==> config.mk <==
export PLATFORM = sky130hd
export DESIGN_NAME = coh_line_ctrl
export DESIGN_NICKNAME = d
export VERILOG_FILES = /design/src/rtl/coh_pkg.sv /design/src/rtl/coh_snoop_resp.sv /design/src/rtl/coh_miss_tracker.sv /design/src/rtl/coh_line_ctrl.sv
export SDC_FILE = /design/constraint.sdc
export NUM_CORES = 1
export LEC_CHECK = 0
export ABC_CLOCK_PERIOD_IN_PS = 2900
export CAP_MARGIN = 5
export CORE_ASPECT_RATIO = 0.75
export CORE_UTILIZATION = 55
export DETAILED_ROUTE_END_ITERATION = 8
export GPL_TIMING_DRIVEN = 0
export PLACE_DENSITY_LB_ADDON = 0.08
export SETUP_SLACK_MARGIN = 0.02
export SKIP_CTS_REPAIR_TIMING = 1
export SYNTH_ARGS = -nofsm -noshare
export SYNTH_HDL_FRONTEND = slang
export SYNTH_SLANG_ARGS = --single-unit
==> constraint.sdc <==
create_clock -name clk_i -period 2.9 [get_ports clk_i]
set_clock_uncertainty 0.05 [all_clocks]
set_input_delay 0.58 -clock clk_i [delete_from_list [all_inputs] [get_ports clk_i]]
set_output_delay 0.58 -clock clk_i [all_outputs]
set_load 0.05 [all_outputs]
==> src/rtl/coh_pkg.sv <==
package coh_pkg;
  typedef enum logic [1:0] {
    LS_I = 2'd0,
    LS_S = 2'd1,
    LS_M = 2'd2
  } line_st_e;

  localparam logic CMD_RD  = 1'b0;
  localparam logic CMD_RDX = 1'b1;
endpackage

==> src/rtl/coh_snoop_resp.sv <==
module coh_snoop_resp
  import coh_pkg::*;
#(
  parameter int TAG_W = 6
) (
  input  line_st_e           st_i,
  input  logic [TAG_W-1:0]   line_tag_i,
  input  logic [TAG_W-1:0]   snp_tag_i,
  input  logic               snp_cmd_i,
  output logic               hit_o,
  output logic               shared_o,
  output logic               dirty_o,
  output logic               flush_o,
  output line_st_e           next_st_o
);
  always_comb begin
    hit_o     = (st_i != LS_I) && (line_tag_i == snp_tag_i);
    shared_o  = hit_o;
    dirty_o   = hit_o && (st_i == LS_M);
    flush_o   = dirty_o;
    next_st_o = st_i;
    if (hit_o) next_st_o = (snp_cmd_i == CMD_RDX) ? LS_I : LS_S;
  end
endmodule

==> src/rtl/coh_miss_tracker.sv <==
module coh_miss_tracker
  import coh_pkg::*;
#(
  parameter int ADDR_W = 8
) (
  input  logic              clk_i,
  input  logic              rst_ni,
  input  logic              start_i,
  input  logic              start_we_i,
  input  logic [ADDR_W-1:0] start_addr_i,
  input  logic              bus_gnt_i,
  input  logic              fill_done_i,
  output logic              busy_o,
  output logic              we_o,
  output logic [ADDR_W-1:0] addr_o,
  output logic              guarded_o,
  output logic              bus_req_o,
  output logic              bus_cmd_o,
  output logic              retire_o
);
  logic              pend_q, we_q, gnt_seen_q, req_q;
  logic [ADDR_W-1:0] addr_q;

  assign retire_o  = pend_q && gnt_seen_q && fill_done_i;
  assign busy_o    = pend_q;
  assign we_o      = we_q;
  assign addr_o    = addr_q;
  assign guarded_o = pend_q && we_q && gnt_seen_q;
  assign bus_req_o = req_q;
  assign bus_cmd_o = we_q ? CMD_RDX : CMD_RD;

  always_ff @(posedge clk_i or negedge rst_ni) begin
    if (!rst_ni) begin
      pend_q     <= 1'b0;
      we_q       <= 1'b0;
      gnt_seen_q <= 1'b0;
      req_q      <= 1'b0;
      addr_q     <= '0;
    end else if (start_i) begin
      pend_q     <= 1'b1;
      we_q       <= start_we_i;
      addr_q     <= start_addr_i;
      req_q      <= 1'b1;
      gnt_seen_q <= 1'b0;
    end else begin
      if (req_q && bus_gnt_i) begin
        req_q      <= 1'b0;
        gnt_seen_q <= 1'b1;
      end
      if (retire_o) begin
        pend_q     <= 1'b0;
        gnt_seen_q <= 1'b0;
      end
    end
  end

  assert_req_has_pend_R4: assert property (@(posedge clk_i) disable iff (!rst_ni)
    bus_req_o |-> busy_o);
  assert_start_when_idle_R4: assert property (@(posedge clk_i) disable iff (!rst_ni)
    start_i |-> !pend_q);
  assert_retire_drops_guard_R5: assert property (@(posedge clk_i) disable iff (!rst_ni)
    retire_o |=> !guarded_o);
endmodule

==> src/rtl/coh_line_ctrl.sv <==
module coh_line_ctrl
  import coh_pkg::*;
#(
  parameter int ADDR_W    = 8,
  parameter int DATA_W    = 16,
  parameter int NUM_LINES = 4
) (
  input  logic              clk_i,
  input  logic              rst_ni,
  input  logic              cpu_req_i,
  input  logic              cpu_we_i,
  input  logic [ADDR_W-1:0] cpu_addr_i,
  input  logic [DATA_W-1:0] cpu_wdata_i,
  output logic              cpu_done_o,
  output logic [DATA_W-1:0] cpu_rdata_o,
  output logic              bus_req_o,
  output logic              bus_cmd_o,
  output logic [ADDR_W-1:0] bus_addr_o,
  input  logic              bus_gnt_i,
  input  logic              fill_done_i,
  input  logic [DATA_W-1:0] fill_data_i,
  input  logic              snp_req_i,
  input  logic              snp_cmd_i,
  input  logic [ADDR_W-1:0] snp_addr_i,
  output logic              snp_ack_o,
  output logic              snp_shared_o,
  output logic              snp_dirty_o,
  output logic              flush_o,
  output logic [ADDR_W-1:0] flush_addr_o,
  output logic [DATA_W-1:0] flush_data_o
);
  localparam int IDX_W = $clog2(NUM_LINES);
  localparam int TAG_W = ADDR_W - IDX_W;

  line_st_e          st_vec   [NUM_LINES];
  logic [TAG_W-1:0]  tag_vec  [NUM_LINES];
  logic [DATA_W-1:0] data_vec [NUM_LINES];

  logic [IDX_W-1:0] cidx, sidx, pidx;
  logic [TAG_W-1:0] ctag, stag, ptag;
  assign cidx = cpu_addr_i[IDX_W-1:0];
  assign ctag = cpu_addr_i[ADDR_W-1:IDX_W];
  assign sidx = snp_addr_i[IDX_W-1:0];
  assign stag = snp_addr_i[ADDR_W-1:IDX_W];

  // miss tracking
  logic              busy, pend_we, guarded, retire, miss_start;
  logic [ADDR_W-1:0] pend_addr;
  assign pidx = pend_addr[IDX_W-1:0];
  assign ptag = pend_addr[ADDR_W-1:IDX_W];

  coh_miss_tracker #(.ADDR_W(ADDR_W)) u_miss (
    .clk_i, .rst_ni,
    .start_i      (miss_start),
    .start_we_i   (cpu_we_i),
    .start_addr_i (cpu_addr_i),
    .bus_gnt_i, .fill_done_i,
    .busy_o       (busy),
    .we_o         (pend_we),
    .addr_o       (pend_addr),
    .guarded_o    (guarded),
    .bus_req_o, .bus_cmd_o,
    .retire_o     (retire)
  );
  assign bus_addr_o = pend_addr;

  // snoop side
  logic     s_hit, s_shared, s_dirty, s_flush, hold, snp_take, snp_wr;
  line_st_e s_next;
  coh_snoop_resp #(.TAG_W(TAG_W)) u_resp (
    .st_i       (st_vec[sidx]),
    .line_tag_i (tag_vec[sidx]),
    .snp_tag_i  (stag),
    .snp_cmd_i,
    .hit_o      (s_hit),
    .shared_o   (s_shared),
    .dirty_o    (s_dirty),
    .flush_o    (s_flush),
    .next_st_o  (s_next)
  );

  logic ack_q, done_q;
  // write held by a granted ownership request blocks snoops to its address
  assign hold     = guarded && (snp_addr_i == pend_addr);
  assign snp_take = snp_req_i && !ack_q && !hold;
  assign snp_wr   = snp_take && s_hit;

  // processor side
  line_st_e cst;
  logic     cpu_hit, cpu_take, local_done, victim_flush;
  assign cst        = st_vec[cidx];
  assign cpu_hit    = (cst != LS_I) && (tag_vec[cidx] == ctag);
  assign cpu_take   = cpu_req_i && !done_q && !busy && !snp_take;
  assign local_done = cpu_take && cpu_hit && (!cpu_we_i || cst == LS_M);
  assign miss_start = cpu_take && !local_done;
  assign victim_flush = miss_start && !cpu_hit && (cst == LS_M);

  // line write port from processor / fill
  logic              cw_en, cw_data_en;
  logic [IDX_W-1:0]  cw_idx;
  line_st_e          cw_st;
  logic [TAG_W-1:0]  cw_tag;
  logic [DATA_W-1:0] cw_data;

  always_comb begin
    cw_en      = 1'b0;
    cw_data_en = 1'b0;
    cw_idx     = cidx;
    cw_st      = LS_I;
    cw_tag     = ctag;
    cw_data    = cpu_wdata_i;
    if (retire) begin
      cw_en      = 1'b1;
      cw_data_en = 1'b1;
      cw_idx     = pidx;
      cw_tag     = ptag;
      cw_st      = pend_we ? LS_M : LS_S;
      cw_data    = pend_we ? cpu_wdata_i : fill_data_i;
    end else if (local_done && cpu_we_i) begin
      cw_en      = 1'b1;
      cw_data_en = 1'b1;
      cw_st      = LS_M;
    end else if (miss_start && !cpu_hit) begin
      cw_en = 1'b1;  // drop old occupant; its flush is raised below
      cw_st = LS_I;
    end
  end

  for (genvar g = 0; g < NUM_LINES; g++) begin : g_line
    line_st_e          st_q;
    logic [TAG_W-1:0]  tag_q;
    logic [DATA_W-1:0] data_q;
    always_ff @(posedge clk_i or negedge rst_ni) begin
      if (!rst_ni) begin
        st_q   <= LS_I;
        tag_q  <= '0;
        data_q <= '0;
      end else begin
        if (snp_wr && sidx == IDX_W'(g)) st_q <= s_next;
        if (cw_en && cw_idx == IDX_W'(g)) begin
          st_q <= cw_st;
          if (cw_data_en) begin
            tag_q  <= cw_tag;
            data_q <= cw_data;
          end
        end
      end
    end
    assign st_vec[g]   = st_q;
    assign tag_vec[g]  = tag_q;
    assign data_vec[g] = data_q;
  end

  // response and output registers
  logic              shd_q, drt_q, flush_q;
  logic [DATA_W-1:0] rdata_q, fdata_q;
  logic [ADDR_W-1:0] faddr_q;

  always_ff @(posedge clk_i or negedge rst_ni) begin
    if (!rst_ni) begin
      done_q  <= 1'b0;
      rdata_q <= '0;
      ack_q   <= 1'b0;
      shd_q   <= 1'b0;
      drt_q   <= 1'b0;
      flush_q <= 1'b0;
      faddr_q <= '0;
      fdata_q <= '0;
    end else begin
      done_q  <= local_done || retire;
      if (local_done) rdata_q <= cpu_we_i ? cpu_wdata_i : data_vec[cidx];
      else if (retire) rdata_q <= pend_we ? cpu_wdata_i : fill_data_i;
      ack_q   <= snp_take;
      shd_q   <= snp_take && s_shared;
      drt_q   <= snp_take && s_dirty;
      flush_q <= (snp_take && s_flush) || victim_flush;
      if (snp_take && s_flush) begin
        faddr_q <= snp_addr_i;
        fdata_q <= data_vec[sidx];
      end else if (victim_flush) begin
        faddr_q <= {tag_vec[cidx], cidx};
        fdata_q <= data_vec[cidx];
      end
    end
  end

  assign cpu_done_o   = done_q;
  assign cpu_rdata_o  = rdata_q;
  assign snp_ack_o    = ack_q;
  assign snp_shared_o = shd_q;
  assign snp_dirty_o  = drt_q;
  assign flush_o      = flush_q;
  assign flush_addr_o = faddr_q;
  assign flush_data_o = fdata_q;

  assert_dirty_flushes_R1: assert property (@(posedge clk_i) disable iff (!rst_ni)
    (snp_ack_o && snp_dirty_o) |-> (flush_o && flush_addr_o == $past(snp_addr_i)));
  assert_hit_no_bus_R3: assert property (@(posedge clk_i) disable iff (!rst_ni)
    (cpu_take && cpu_we_i && cpu_hit && cst == LS_M) |=> !bus_req_o);
  assert_fill_completes_R4: assert property (@(posedge clk_i) disable iff (!rst_ni)
    retire |=> cpu_done_o);
  assert_hold_same_line_R5: assert property (@(posedge clk_i) disable iff (!rst_ni)
    (snp_req_i && guarded && snp_addr_i == pend_addr) |=> !snp_ack_o);
  assert_one_writer_R6: assert property (@(posedge clk_i) disable iff (!rst_ni)
    (snp_wr && cw_en) |-> (sidx != cw_idx));
  assert_ack_pulse_R7: assert property (@(posedge clk_i) disable iff (!rst_ni)
    snp_ack_o |=> !snp_ack_o);
endmodule

=== After elaboration in Yosys (flattened, before gate mapping) ===
Cells that the tools add are included.

* Word-level logic and storage cells: 153
* Input bits: 56
* Flip-flop bits (word level): 153
* Output and inout bits: 55

* Equality and inequality tests: 11
* Bitwise logic cells: 2
* $lt $le $gt $ge: 2
* Reduce and logical (&&, ||, !) cells: 58
* Muxes and demuxes: 55

{| class="wikitable"
|+ Operators by type and width
! operator !! count
|-
| $mux W16 || 11
|-
| $bmux W16 S2 || 2
|-
| $mux W2 || 17
|-
| $logic_and A1 B1 Y1 || 30
|-
| $mux W6 || 5
|-
| $bmux W6 S2 || 2
|-
| $reduce_bool A2 Y1 || 10
|-
| $mux W8 || 2
|-
| $mux W1 || 14
|-
| $eq A2 B2 Y1 const B || 6
|-
| $eq A6 B6 Y1 || 2
|-
| $bmux W2 S2 || 2
|-
| $eq A8 B8 Y1 || 1
|-
| $logic_not A1 Y1 || 8
|-
| $reduce_and A2 Y1 || 4
|-
| $ge A3 B3 Y1 const B || 2
|-
| $not A2 Y3 || 2
|-
| $eq A2 B1 Y1 const B || 2
|-
| $logic_not A2 Y1 || 2
|-
| $logic_or A1 B1 Y1 || 3
|-
| $reduce_bool A3 Y1 || 1
|}

=== Logic depth before layout (Yosys ltp) ===
* Word-level depth: 17
* Depth in mapped cells: 11
* Depth with buffers taken out: 7

=== Cells and area by module ===
From an unflattened synthesis, not the netlist that was laid out.

* Cells, all modules: 657
* Area total of the unflattened synthesis: 8,499.4 um^2

{| class="wikitable"
|+ By module, submodules not included
! module !! cells each !! area an instance (um^2) !! times used !! seq. area each (um^2)
|-
| coh_line_ctrl || 608 || 7,868.8 || 1 || 3,528.4
|-
| coh_miss_tracker || 31 || 494.2 || 1 || 300.3
|-
| coh_snoop_resp || 18 || 136.4 || 1 || 0.0
|}

=== Least setup slack after synthesis ===
No wires, ideal clock.

* Path type: in2reg
* Start point: input port snp_addr_i[1]
* End point: register fdata_q[10] (netlist: flush_data_o[10])
* Path slack: -0.044 ns
* Buffers on the path: 4
* Stages: 9
* Arrival time: 2.760 ns
* Required time: 2.716 ns
* Setup time: 0.134 ns
* Cell sequence: buf_2 -> buf_1 -> mux4_2 -> xnor2_1 -> nand4_1 -> nor4b_1 -> buf_2 -> clkbuf_1 -> o21ai_0

* Cells in the longest elaborated chain, start to end: 13
* Elaborated cells on any way between the ends: 30
* Those cells by class: 3 x eq/ne; 10 x mux; 1 x bitwise; 16 x reduce/logical

{| class="wikitable"
|+ Ends and longest elaborated chain
! item !! RTL line !! text
|-
| start, declared || coh_line_ctrl.sv:24 || <nowiki>input logic [ADDR_W-1:0] snp_addr_i,</nowiki>
|-
| $eq A8 B8 Y1 || coh_line_ctrl.sv:84 || <nowiki>assign hold = guarded && (snp_addr_i == pend_addr);</nowiki>
|-
| $logic_and A1 B1 Y1 || coh_line_ctrl.sv:84 ||
|-
| $logic_not A1 Y1 || coh_line_ctrl.sv:85 || <nowiki>assign snp_take = snp_req_i && !ack_q && !hold;</nowiki>
|-
| $logic_and A1 B1 Y1 || coh_line_ctrl.sv:85 ||
|-
| $logic_not A1 Y1 || coh_line_ctrl.sv:93 || <nowiki>assign cpu_take = cpu_req_i && !done_q && !busy && !snp_take;</nowiki>
|-
| $logic_and A1 B1 Y1 || coh_line_ctrl.sv:93 ||
|-
| $logic_and A1 B1 Y1 (2 in a row) || coh_line_ctrl.sv:94 || <nowiki>assign local_done = cpu_take && cpu_hit && (!cpu_we_i || cst == LS_M);</nowiki>
|-
| $logic_not A1 Y1 || coh_line_ctrl.sv:95 || <nowiki>assign miss_start = cpu_take && !local_done;</nowiki>
|-
| $logic_and A1 B1 Y1 || coh_line_ctrl.sv:95 ||
|-
| $logic_and A1 B1 Y1 (2 in a row) || coh_line_ctrl.sv:96 || <nowiki>assign victim_flush = miss_start && !cpu_hit && (cst == LS_M);</nowiki>
|-
| $reduce_bool A2 Y1 (no source line) || -- ||
|-
| end signal, assigned || coh_line_ctrl.sv:179 || <nowiki>fdata_q <= data_vec[sidx];</nowiki>
|-
| end signal, assigned || coh_line_ctrl.sv:182 || <nowiki>fdata_q <= data_vec[cidx];</nowiki>
|-
| end, declared || coh_line_ctrl.sv:156 || <nowiki>logic [DATA_W-1:0] rdata_q, fdata_q;</nowiki>
|}

Parallel ways exist; a longest one is shown, timed or not. The select of a mux whose other input is x is not followed.
A chain may end at the register's enable or synchronous reset.

=== Worst setup path in the final report ===
* Start point: register g_line[0].tag_q[0]
* End point: register u_miss.addr_q[0] (netlist: u_miss.addr_o[0])

* Cells in the longest elaborated chain, start to end: 9

{| class="wikitable"
|+ Ends and longest elaborated chain
! item !! RTL line !! text
|-
| start, declared || coh_line_ctrl.sv:131 || <nowiki>logic [TAG_W-1:0] tag_q;</nowiki>
|-
| start signal, assigned || coh_line_ctrl.sv:143 || <nowiki>tag_q <= cw_tag;</nowiki>
|-
| $bmux W6 S2 || coh_line_ctrl.sv:92 || <nowiki>assign cpu_hit = (cst != LS_I) && (tag_vec[cidx] == ctag);</nowiki>
|-
| $mux W6 (not written as such) (2 in a row) || coh_line_ctrl.sv:92 ||
|-
| $eq A6 B6 Y1 || coh_line_ctrl.sv:92 ||
|-
| $logic_and A1 B1 Y1 || coh_line_ctrl.sv:92 ||
|-
| $logic_and A1 B1 Y1 (2 in a row) || coh_line_ctrl.sv:94 ||
|-
| $logic_not A1 Y1 || coh_line_ctrl.sv:95 ||
|-
| $logic_and A1 B1 Y1 || coh_line_ctrl.sv:95 ||
|-
| end signal, assigned || coh_miss_tracker.sv:42 || <nowiki>addr_q <= start_addr_i;</nowiki>
|-
| end, declared || coh_miss_tracker.sv:22 || <nowiki>logic [ADDR_W-1:0] addr_q;</nowiki>
|}

Every way passes these cells. The select of a mux whose other input is x is not followed.

==> flow_metrics.env <==
export IMPL_fill_cells=1067
export IMPL_post_route_util=0.699
export IMPL_worst_setup_path_end_kind="register"
export IMPL_io_buffers=105
export IMPL_worst_pin_slew_ns=1.02
export IMPL_drtIter0Drc=414
export IMPL_cts_tree="built"
export IMPL_synth_top_family_by_area="multiplexers"
export IMPL_grt_overflow=0
export IMPL_die_x_um=146
export IMPL_cp_slowest_stage_delay_ns=0.56
export IMPL_drc=0
export IMPL_grt_max_degree=86
export IMPL_fp_coreArea_sq_mm=0.0152
export IMPL_yosys_area_share_simple=0.0750
export IMPL_reg2reg_depth=8
export IMPL_timing_slew_headroom=0.323
export IMPL_gp_congestion=0.917
export IMPL_clk_latency_ns=0.43
export IMPL_wl_per_cell_um=23.3
export IMPL_avgSynthCellArea_sq_um=12.9
export IMPL_final_antenna_net_count=0
export IMPL_r2r_slack_ns=0.08
export IMPL_hp_class="input pin to asynchronous set/reset pin"
export IMPL_die_area_sq_mm=0.0160
export IMPL_drv_slew=0
export IMPL_finalCritPeriodShare=0.972
export IMPL_maxCapViolations=0
export IMPL_fin_nets=850
export IMPL_critPathKind="register to register"
export IMPL_htree_levels=4
export IMPL_area_growth_pct=24.5
export IMPL_r2r_end="u_miss.addr_o[0]$_DFFE_PN0P_"
export IMPL_synthXorXnorAreaFrac=0.0267
export IMPL_crit_chain="mux4_1, xor2_1, nor3_2, nor4b_4, buf_4, a21oi_2, clkbuf_4, mux2_2"
export IMPL_setup_tns_ns=0
export IMPL_cts_max_path_buffers=2
export IMPL_outcome="finished clean"
export IMPL_finalSetupViolCount=0
export IMPL_place_inst=972
export IMPL_diodes=0
export IMPL_p_per_area_mw_per_mm2=1070
export IMPL_clock_sinks=153
export IMPL_fp_row_count=39
export IMPL_path_delay_family="multiplexers"
export IMPL_synth_area_sq_mm=0.00852
export IMPL_grt_use_total=0.310
export IMPL_initial_core_util=0.562
export IMPL_place_hpwl_mm=16.3
export IMPL_viasPerCell=6.20
export IMPL_yosys_area_share_adder=0
export IMPL_syn_num_nets=717
export IMPL_slowest_stage="mux4_1"
export IMPL_synth_compound_area_share=0.0552
export IMPL_dr_pass1_iters=5
export IMPL_fin_crit_ns=2.82
export IMPL_clkTransAtPathRegs_ns=0.06
export IMPL_p_leak_uw=0.00465
export IMPL_grt_pass1_vias=6374
export IMPL_synth_edff_count=0
export IMPL_wl_mm=23.6
export IMPL_rsz0062_at_grt="no"
export IMPL_grt_pass1_wl_mm=36.6
export IMPL_cts_made_buffers=17
export IMPL_cts_root_buf="clkbuf_16"
export IMPL_instances_no_fill=1012
export IMPL_fp_dieH_um=110
export IMPL_antenna_found_initial=0
export IMPL_peakVddDrop_v=0.000745
export IMPL_vias=6271
export IMPL_synthDistinctLibCells=50
export IMPL_synthFlopType="dfrtp_1"
export IMPL_path_max_fanout=10
export IMPL_async_reset_ff_frac=1.00
export IMPL_ioPinCount=111
export IMPL_cp_required_ns=3.17
export IMPL_syn_inst=661
export IMPL_drive_above_1_share=0.297
export IMPL_muxShareOfSynthArea=0.361
export IMPL_hold_viol=0
export IMPL_critPathLaunchType="register"
export IMPL_clock_fmax_mhz=355
export IMPL_r2r_start="g_line[0].tag_q[0]$_DFFE_PN0P_"
export IMPL_yosysSeqAreaShare=0.449
export IMPL_ys_ff_latch=153
export IMPL_ys_warn_count=0
export IMPL_critPathArrivalTime_ns=3.08
export IMPL_cp_num_buf_inv=2
-- report_power, final --
part	switching, uW	internal, uW	leakage [uW]
logic	2700	2360	0.00244
clock network	935	1440	0.000286
registers	751	3120	0.00192
-- worst max-delay path by stage --
stage,startpoint,to,slack (ns),cells after the start
6_report,g_line[0].tag_q[0]$_DFFE_PN0P_,u_miss.addr_o[0]$_DFFE_PN0P_,0.08,8
3_5_place_dp,snp_addr_i[1],flush_data_o[14]$_DFFE_PN0P_,-0.90,10
2_1_floorplan,cpu_addr_i[0],g_line[0].data_q[0]$_DFFE_PN0P_,-0.0005,10
5_1_grt,g_line[3].tag_q[2]$_DFFE_PN0P_,cpu_rdata_o[12]$_DFFE_PN0P_,0.03,8
4_1_cts,snp_addr_i[1],flush_data_o[14]$_DFFE_PN0P_,-0.47,10
3_3_place_gp,rst_ni,g_line[2].tag_q[0]$_DFFE_PN0P_,-4.94,1
-- cell families after synthesis --
logic type             after synthesis
XOR/XNOR                            26
AND/OR/NAND/NOR                    134
multiplexers                       229
buffers and inverters               51
flip-flops                         153
AO/OA/AOI/OAI                       68
-- worst reg2reg max path, cell delays in order, from the launching register on --
cell	delay, ns
dfrtp_1	0.40
mux4_1	0.56
xor2_1	0.27
nor3_2	0.08
nor4b_4	0.16
buf_4	0.17
a21oi_2	0.31
clkbuf_4	0.33
mux2_2	0.36
-- flip-flops by register name (all words and copies together) (netlist names), 8 cells and up --
register,flops
g_line.st_q,8
flush_addr_o,8
g_line.tag_q,24
g_line.data_q,64
u_miss.addr_o,8
flush_data_o,16
cpu_rdata_o,16
-- per-layer routing --
| layer | global-route usage | vias to the layer above | share of wire |
|---|---|---|---|
| li1 | - | 2718 | - |
| met1 | 0.422 | 3234 | 0.43 |
| met2 | 0.502 | 277 | 0.48 |
| met3 | 0.0585 | 42 | 0.072 |
| met4 | 0.107 | 0 | 0.019 |
| met5 | 0 | - | 0 |
-- cells in the mapped netlist, types with 8 or more instances --
cell	count	share of area
buf_6	10	0.013
o21ai_0	31	0.018
dfrtp_1	153	0.45
mux2_4	27	0.048
nand3_1	8	0.0047
clkbuf_1	19	0.0084
o211ai_1	10	0.0088
mux2i_1	67	0.079
mux2_2	91	0.12
buf_2	9	0.0053
nand2_1	74	0.033
mux4_2	40	0.11
xnor2_1	12	0.012
xor2_1	14	0.014
nor2_1	18	0.0079
-- stage by stage --
| stage | total power [uW] | hold WS, ns | setup WS (ns) | area (sq um) |
|---|---|---|---|---|
| floorplan | 7300 | 0.234 | -0.000466 | 8540 |
| global placement | 8700 | 0.441 | -4.94 | 9850 |
| detailed placement | 8860 | 0.454 | -0.898 | 9880 |
| CTS | 11300 | 0.120 | -0.471 | 10500 |
| global route | 11800 | 0.139 | 0.0301 | 10600 |
| finish | 11300 | 0.0868 | 0.0822 | 10600 |
-- area by class of cell --
cell class,instances,area (sq um),share of cell area
multi-input combinational,457,4450,0.419
clock buffer,20,437,0.0411
buffer,44,304,0.0286
tap,205,256,0.0242
inverter,6,22.5,0.00212
timing repair buffer,115,1150,0.108
sequential,153,3830,0.361
clock inverter,12,174,0.0164
-- layout by cell type, fill, tap and decap left out, drive strengths merged, types with 8 or more instances in the layout --
master	instances
xnor2	12
dfrtp	153
xor2	14
buf	32
nand3	8
nand2	78
mux2	120
mux2i	67
o211ai	10
mux4	42
clkdlybuf4s50	104
o21ai	31
nor2	18
clkbuf	43
Power figures use the tool's default switching activity.
